## src/rtl/dsadc_pkg.sv

```systemverilog
package dsadc_pkg;

    typedef enum logic [1:0] {
        ST_IDLE  = 2'd0,
        ST_INTEG = 2'd1,
        ST_DEINT = 2'd2,
        ST_DONE  = 2'd3
    } conv_state_t;

endpackage

```

## src/rtl/dsadc_sync.sv

```systemverilog
module dsadc_sync #(
    parameter int STAGES = 2
) (
    input  logic clk,
    input  logic rst_n,
    input  logic d,
    output logic q
);
    logic [STAGES-1:0] chain;

    genvar g;
    generate
        for (g = 0; g < STAGES; g++) begin : g_stage
            if (g == 0) begin : g_first
                always_ff @(posedge clk or negedge rst_n) begin
                    if (!rst_n) chain[0] <= 1'b0;
                    else        chain[0] <= d;
                end
            end else begin : g_next
                always_ff @(posedge clk or negedge rst_n) begin
                    if (!rst_n) chain[g] <= 1'b0;
                    else        chain[g] <= chain[g-1];
                end
            end
        end
    endgenerate

    assign q = chain[STAGES-1];
endmodule

```

## src/rtl/dsadc_counter.sv

```systemverilog
module dsadc_counter #(
    parameter int CNT_W = 10
) (
    input  logic             clk,
    input  logic             rst_n,
    input  logic             clr,
    input  logic             en,
    output logic [CNT_W-1:0] cnt,
    output logic             at_max
);
    localparam logic [CNT_W-1:0] CNT_MAX = '1;

    always_ff @(posedge clk or negedge rst_n) begin
        if (!rst_n)   cnt <= '0;
        else if (clr) cnt <= '0;
        else if (en)  cnt <= cnt + 1'b1;
    end

    assign at_max = (cnt == CNT_MAX);
endmodule

```

## src/rtl/dsadc_fsm.sv

```systemverilog
module dsadc_fsm
    import dsadc_pkg::*;
#(
    parameter int CNT_W = 10,
    parameter int LAT   = 2
) (
    input  logic             clk,
    input  logic             rst_n,
    input  logic             start,
    input  logic             zero_s,
    input  logic [CNT_W-1:0] cnt,
    input  logic             at_max,
    output logic             cnt_clr,
    output logic             cnt_en,
    output logic             sel_ref,
    output logic             discharge,
    output logic             busy,
    output logic             done,
    output logic             over_range,
    output logic [CNT_W-1:0] result
);
    localparam logic [CNT_W-1:0] LAT_CNT  = CNT_W'(LAT);
    localparam logic [CNT_W-1:0] FULL_CNT = '1;

    conv_state_t state, state_nx;
    logic        cap_ok, cap_ovr;

    // next-state logic
    always_comb begin
        state_nx = state;
        unique case (state)
            ST_IDLE:  if (start)  state_nx = ST_INTEG;
            ST_INTEG: if (at_max) state_nx = ST_DEINT;
            ST_DEINT: if (zero_s || at_max) state_nx = ST_DONE;
            ST_DONE:  state_nx = ST_IDLE;
        endcase
    end

    // state register
    always_ff @(posedge clk or negedge rst_n) begin
        if (!rst_n) state <= ST_IDLE;
        else        state <= state_nx;
    end

    // outputs and counter controls
    always_comb begin
        cnt_clr   = 1'b0;
        cnt_en    = 1'b0;
        sel_ref   = 1'b0;
        discharge = 1'b0;
        busy      = 1'b0;
        done      = 1'b0;
        cap_ok    = 1'b0;
        cap_ovr   = 1'b0;
        unique case (state)
            ST_IDLE: begin
                discharge = 1'b1;
                cnt_clr   = start;
            end
            ST_INTEG: begin
                busy   = 1'b1;
                cnt_en = 1'b1;
            end
            ST_DEINT: begin
                busy    = 1'b1;
                sel_ref = 1'b1;
                cap_ok  = zero_s;
                cap_ovr = !zero_s && at_max;
                cnt_en  = !zero_s && !at_max;
            end
            ST_DONE: begin
                discharge = 1'b1;
                done      = 1'b1;
            end
        endcase
    end

    // result capture, latency compensated
    always_ff @(posedge clk or negedge rst_n) begin
        if (!rst_n) begin
            result     <= '0;
            over_range <= 1'b0;
        end else if (cap_ok) begin
            result     <= (cnt >= LAT_CNT) ? cnt - LAT_CNT : '0;
            over_range <= 1'b0;
        end else if (cap_ovr) begin
            result     <= FULL_CNT;
            over_range <= 1'b1;
        end
    end
endmodule

```

## src/rtl/dsadc_ctrl.sv

```systemverilog
module dsadc_ctrl #(
    parameter int CNT_W       = 10,
    parameter int SYNC_STAGES = 2
) (
    input  logic             clk,
    input  logic             rst_n,
    input  logic             start,
    input  logic             cmp_zero,
    output logic             sel_ref,
    output logic             discharge,
    output logic             busy,
    output logic             done,
    output logic             over_range,
    output logic [CNT_W-1:0] result
);
    logic             zero_s;
    logic             cnt_clr, cnt_en, at_max;
    logic [CNT_W-1:0] cnt;

    dsadc_sync #(.STAGES(SYNC_STAGES)) u_sync (
        .clk   (clk),
        .rst_n (rst_n),
        .d     (cmp_zero),
        .q     (zero_s)
    );

    dsadc_counter #(.CNT_W(CNT_W)) u_cnt (
        .clk    (clk),
        .rst_n  (rst_n),
        .clr    (cnt_clr),
        .en     (cnt_en),
        .cnt    (cnt),
        .at_max (at_max)
    );

    dsadc_fsm #(.CNT_W(CNT_W), .LAT(SYNC_STAGES)) u_fsm (
        .clk        (clk),
        .rst_n      (rst_n),
        .start      (start),
        .zero_s     (zero_s),
        .cnt        (cnt),
        .at_max     (at_max),
        .cnt_clr    (cnt_clr),
        .cnt_en     (cnt_en),
        .sel_ref    (sel_ref),
        .discharge  (discharge),
        .busy       (busy),
        .done       (done),
        .over_range (over_range),
        .result     (result)
    );
endmodule

```

## config.mk

```make
export PLATFORM = sky130hd
export DESIGN_NAME = dsadc_ctrl
export DESIGN_NICKNAME = d
export VERILOG_FILES = /design/src/rtl/dsadc_pkg.sv /design/src/rtl/dsadc_sync.sv /design/src/rtl/dsadc_counter.sv /design/src/rtl/dsadc_fsm.sv /design/src/rtl/dsadc_ctrl.sv
export SDC_FILE = /design/constraint.sdc
export NUM_CORES = 1
export LEC_CHECK = 0
export ABC_AREA = 1
export CAP_MARGIN = 30
export CELL_PAD_IN_SITES_DETAIL_PLACEMENT = 0
export CELL_PAD_IN_SITES_GLOBAL_PLACEMENT = 1
export CORE_MARGIN = 10
export CORE_UTILIZATION = 43
export CTS_CLUSTER_DIAMETER = 100
export DETAILED_ROUTE_END_ITERATION = 12
export PLACE_DENSITY = 0.94
export SYNTH_ARGS = -nofsm -noshare
export SYNTH_HDL_FRONTEND = slang
export SYNTH_SLANG_ARGS = --single-unit
```

## constraint.sdc

```tcl
create_clock -name clk -period 2.7 [get_ports clk]
set_clock_uncertainty 0.2 [all_clocks]
set_input_delay 0.405 -clock clk [delete_from_list [all_inputs] [get_ports clk]]
set_output_delay 0.405 -clock clk [all_outputs]
set_load 0.005 [all_outputs]
```

==> impl_metrics.py, run 1 <==
metrics = {
    "grt": {
        "grtUsageMet3_pct": 2.38,
        "grtUsageMet1_pct": 14.0,
        "grt_usage_pct": 10.7,
        "grt_pass1_vias": 1267,
        "grtUsageMet2_pct": 16.4,
        "grt_max_degree": 26,
        "grt_pass1_wl_mm": 5.83,
        "grt-ovfl-total": 0,
        "grt.busiest_layer": "met2",
        "antenna_found_initial": 0,
    },
    "sta": {
        "finalCritPeriodShare_pct": 85.0,
        "hold-worst-slack_ns": 0.153,
        "worst_pin_slew_ns": 0.577,
        "layout_setup_ws_ns": 0.404,
        "hold_viol_final": 0,
        "setup_tns_ns": 0,
        "slew_headroom_pct": 61.4,
        "max_clock_freq_mhz": 436,
        "drv_slew": 0,
        "rsz0062_at_grt": "false",
        "layout_min_cycle_time_ns": 2.30,
        "finalSetupViolations": 0,
    },
    "routing": {
        "avgRoutedWirePerCell_um": 10.9,
        "vias_per_cell": 4.63,
        "drt-total-wl_mm": 3.26,
        "drt_iter0_drc": 45,
        "drt_first_pass_iters": 4,
        "route.vias.total": 1380,
        "antenna_left": 0,
        "drc": 0,
    },
    "worst_setup_path": {
        "crit_buf_inv": 3,
        "cp.required_ns": 2.10,
        "critPathMostFrequentCell": "inv_1",
        "cpLargestDelayFamily": "buffers and inverters",
        "crit_end": "discharge",
        "cp-startpoint": "u_fsm.state[0]",
        "crit_slowest_cell": "clkdlybuf4s50_1",
        "r2r-start": "u_cnt.cnt[1]",
        "cp-end-kind": "output port",
        "arrival_ns": 1.69,
        "reg2reg_to": "u_cnt.cnt[8]",
        "critPathKind": "register to output port",
        "crit_path_start_kind": "register",
        "critPathMaxFanout": 4,
        "r2r_slack_ns": 0.84,
        "reg2reg_depth": 9,
        "timing.critical_path.cells": "inv_1 > ha_1 > inv_1 > clkdlybuf4s50_1",
        "path_depth": 4,
        "max_stage_delay_ns": 0.50,
    },
    "synthesis": {
        "synth_cell_type_count": 26,
        "synth_nets": 245,
        "synth.area.top_cells": "dfrtp_1 37%, nand2_1 16%, inv_1 9.6%",
        "yosysWarnings": 0,
        "synth-seq-cells": 25,
        "synthesis.area_um2": 1670,
        "synthCells": 232,
        "synth_top_area_cell": "dfrtp_1",
        "avgSynthCellArea_um2": 7.22,
        "seq_area_frac_synth_pct": 37.4,
        "yosysTopAreaCellShare_pct": 37.4,
    },
    "clocking": {
        "postCtsHoldBufs": 0,
        "htree_levels": 1,
        "cts.clk_slew.worst_paths_ns": 0.09,
        "cts_tree": "done",
        "clock_path_buffers": 2,
        "insertion_delay_ns": 0.28,
        "cts_setup_buffers": 0,
        "cts_buffers": 3,
        "numClockSinks": 25,
        "cts-root-buf": "clkbuf_8",
        "cts_resized": 0,
    },
    "floorplan": {
        "placementRows": 22,
        "core-area_um2": 3720,
        "ios": 19,
        "die_area_um2": 6790,
        "die_w_um": 82.4,
        "start_util_pct": 45.1,
        "die_y_um": 82.4,
    },
    "pwr": {
        "clockPowerShare_pct": 12.5,
        "seqPwrFrac_pct": 31.6,
        "combPwrFrac_pct": 55.9,
        "swShare_pct": 41.4,
        "power.density_nw_per_um2": 933,
        "switchingPower_uw": 749,
        "internal_power_mw": 1.06,
        "peakVddDrop_uv": 820,
        "p_leak_nw": 1.12,
    },
    "finish": {
        "syn2layout_area_growth_pct": 15.8,
        "antenna_cells": 0,
        "drive_gt1_share_pct": 8.00,
        "stdcell_area_um2": 1940,
        "ff_latch_area_um2": 626,
        "nets": 264,
        "stdcell_count": 298,
        "multiInputGateArea_um2": 843,
        "n_fill_cell": 387,
    },
    "run_status": {
        "status": "finished, final reports clean",
    },
    "placement": {
        "dp_slack_ns": 0.705,
        "place_congestion": 0.805,
        "dpl_cell_area_um2": 1890,
        "dp_cells": 294,
        "portBuffers": 18,
        "dp_hpwl_mm": 2.43,
    },
    "hold_path": {
        "hold_path.class": "register to register",
    },
    "run": {
        "max-cap-violations": 0,
    },
}
-- state kept, by name (all words and copies together), names as in the netlist --
register,flops
u_cnt.cnt,10
u_fsm.result,10
u_fsm.state,2
u_fsm.over_range,1
u_sync.chain,1
u_sync.q,1
-- power groups by stage --
stage	sequential [mW]	clock, mW	combinational [mW]
3_5_place_dp	0.584	0	1.03
3_3_place_gp	0.576	0	1.02
2_1_floorplan	0.583	0	0.647
6_report	0.573	0.225	1.01
5_1_grt	0.596	0.249	1.17
4_1_cts	0.576	0.236	1.03
-- how the worst min path moves through the flow --
stage,from,to,slack [ns],depth (start not counted)
6_report,u_sync.chain[0],u_sync.q,0.15,0
3_5_place_dp,u_sync.chain[0],u_sync.q,0.15,0
3_3_place_gp,u_sync.chain[0],u_sync.q,0.13,0
5_1_grt,u_sync.chain[0],u_sync.q,0.18,0
4_1_cts,u_sync.chain[0],u_sync.q,0.16,0
2_1_floorplan,rst_n,u_cnt.cnt[0],-0.09,0
-- through the flow --
stage | total power [mW] | util, %
2_1_floorplan | 1.23 | -
3_3_place_gp | 1.60 | 51.0
3_5_place_dp | 1.61 | 51.0
4_1_cts | 1.85 | 52.2
5_1_grt | 2.02 | 52.2
6_report | 1.81 | 52.2
-- cells in the mapped netlist (all sizes together) --
library cell,instances
nand3b,1
nand2,76
nand3,21
nor3,2
clkbuf,1
ha,9
inv,44
buf,5
clkinv,1
nand4,11
dfrtp,25
o21ai,11
nor2,19
xor2,4
a21oi,2
-- cells in the final DEF (no fill, tap or decap) --
cell type / netlist / layout
inv_2: 1 / 1
buf_4: 0 / 2
clkbuf_1: 1 / 1
clkbuf_8: 0 / 3
nor2_2: 2 / 2
nor3_1: 2 / 2
xor2_1: 4 / 4
inv_1: 43 / 43
clkdlybuf4s50_1: 0 / 18
nor2_8: 1 / 1
nand2_1: 71 / 71
clkinv_2: 1 / 1
nor2_1: 15 / 15
o21ai_0: 6 / 6
o21ai_1: 5 / 5
nand2_2: 2 / 2
ha_1: 9 / 9
nand3b_1: 1 / 1
a21oi_2: 1 / 1
dfrtp_1: 25 / 25
nand3_4: 1 / 1
nand3_2: 2 / 2
nand3_1: 18 / 18
nor2_4: 1 / 1
nand4_1: 11 / 11
a21oi_1: 1 / 1
nand2_4: 3 / 3
-- worst register-to-register path, delay by kind of cell (launching register included) --
kind / cells / cell delay, ns
adders and majority gates: 1 / 0.28
DFF: 1 / 0.45
and+or+nand+nor: 8 / 0.88
-- kinds of logic (layout without fill, tap and decap cells) --
logic type               after synthesis  in the layout  share of synthesized area [%]
AO/OA/AOI/OAI                         13             13                           4.11
XOR/XNOR                               4              4                           2.09
adder cells (fa/ha/maj)                9              9                           6.73
buffers and inverters                 51             69                           12.3
flip-flops                            25             25                           37.4
AND/OR/NAND/NOR                      130            130                           37.4
-- metal layers --
metal / up-vias / routed length, um / share of wire, %
li1: 752 / - / -
met3: 5 / 175 / 5.4
met1: 595 / 1630 / 50
met4: 0 / 74 / 2.3
met5: - / 0 / 0
met2: 28 / 1390 / 43
-- cell type report --
class	count	share of cell area, %
multi-input cells	156	43.5
flip-flops and latches	25	32.3
repair buffers	20	10.1
inverters	45	8.77
well taps	48	3.10
clock buffers	4	2.32
Power figures use the tool's default switching activity.
==> inputs of run 2 (changes only) <==
- HOLD_SLACK_MARGIN: default -> 0.08
==> results of run 2 <==
Final layout, timing and power as in run 1 (identical DEF).
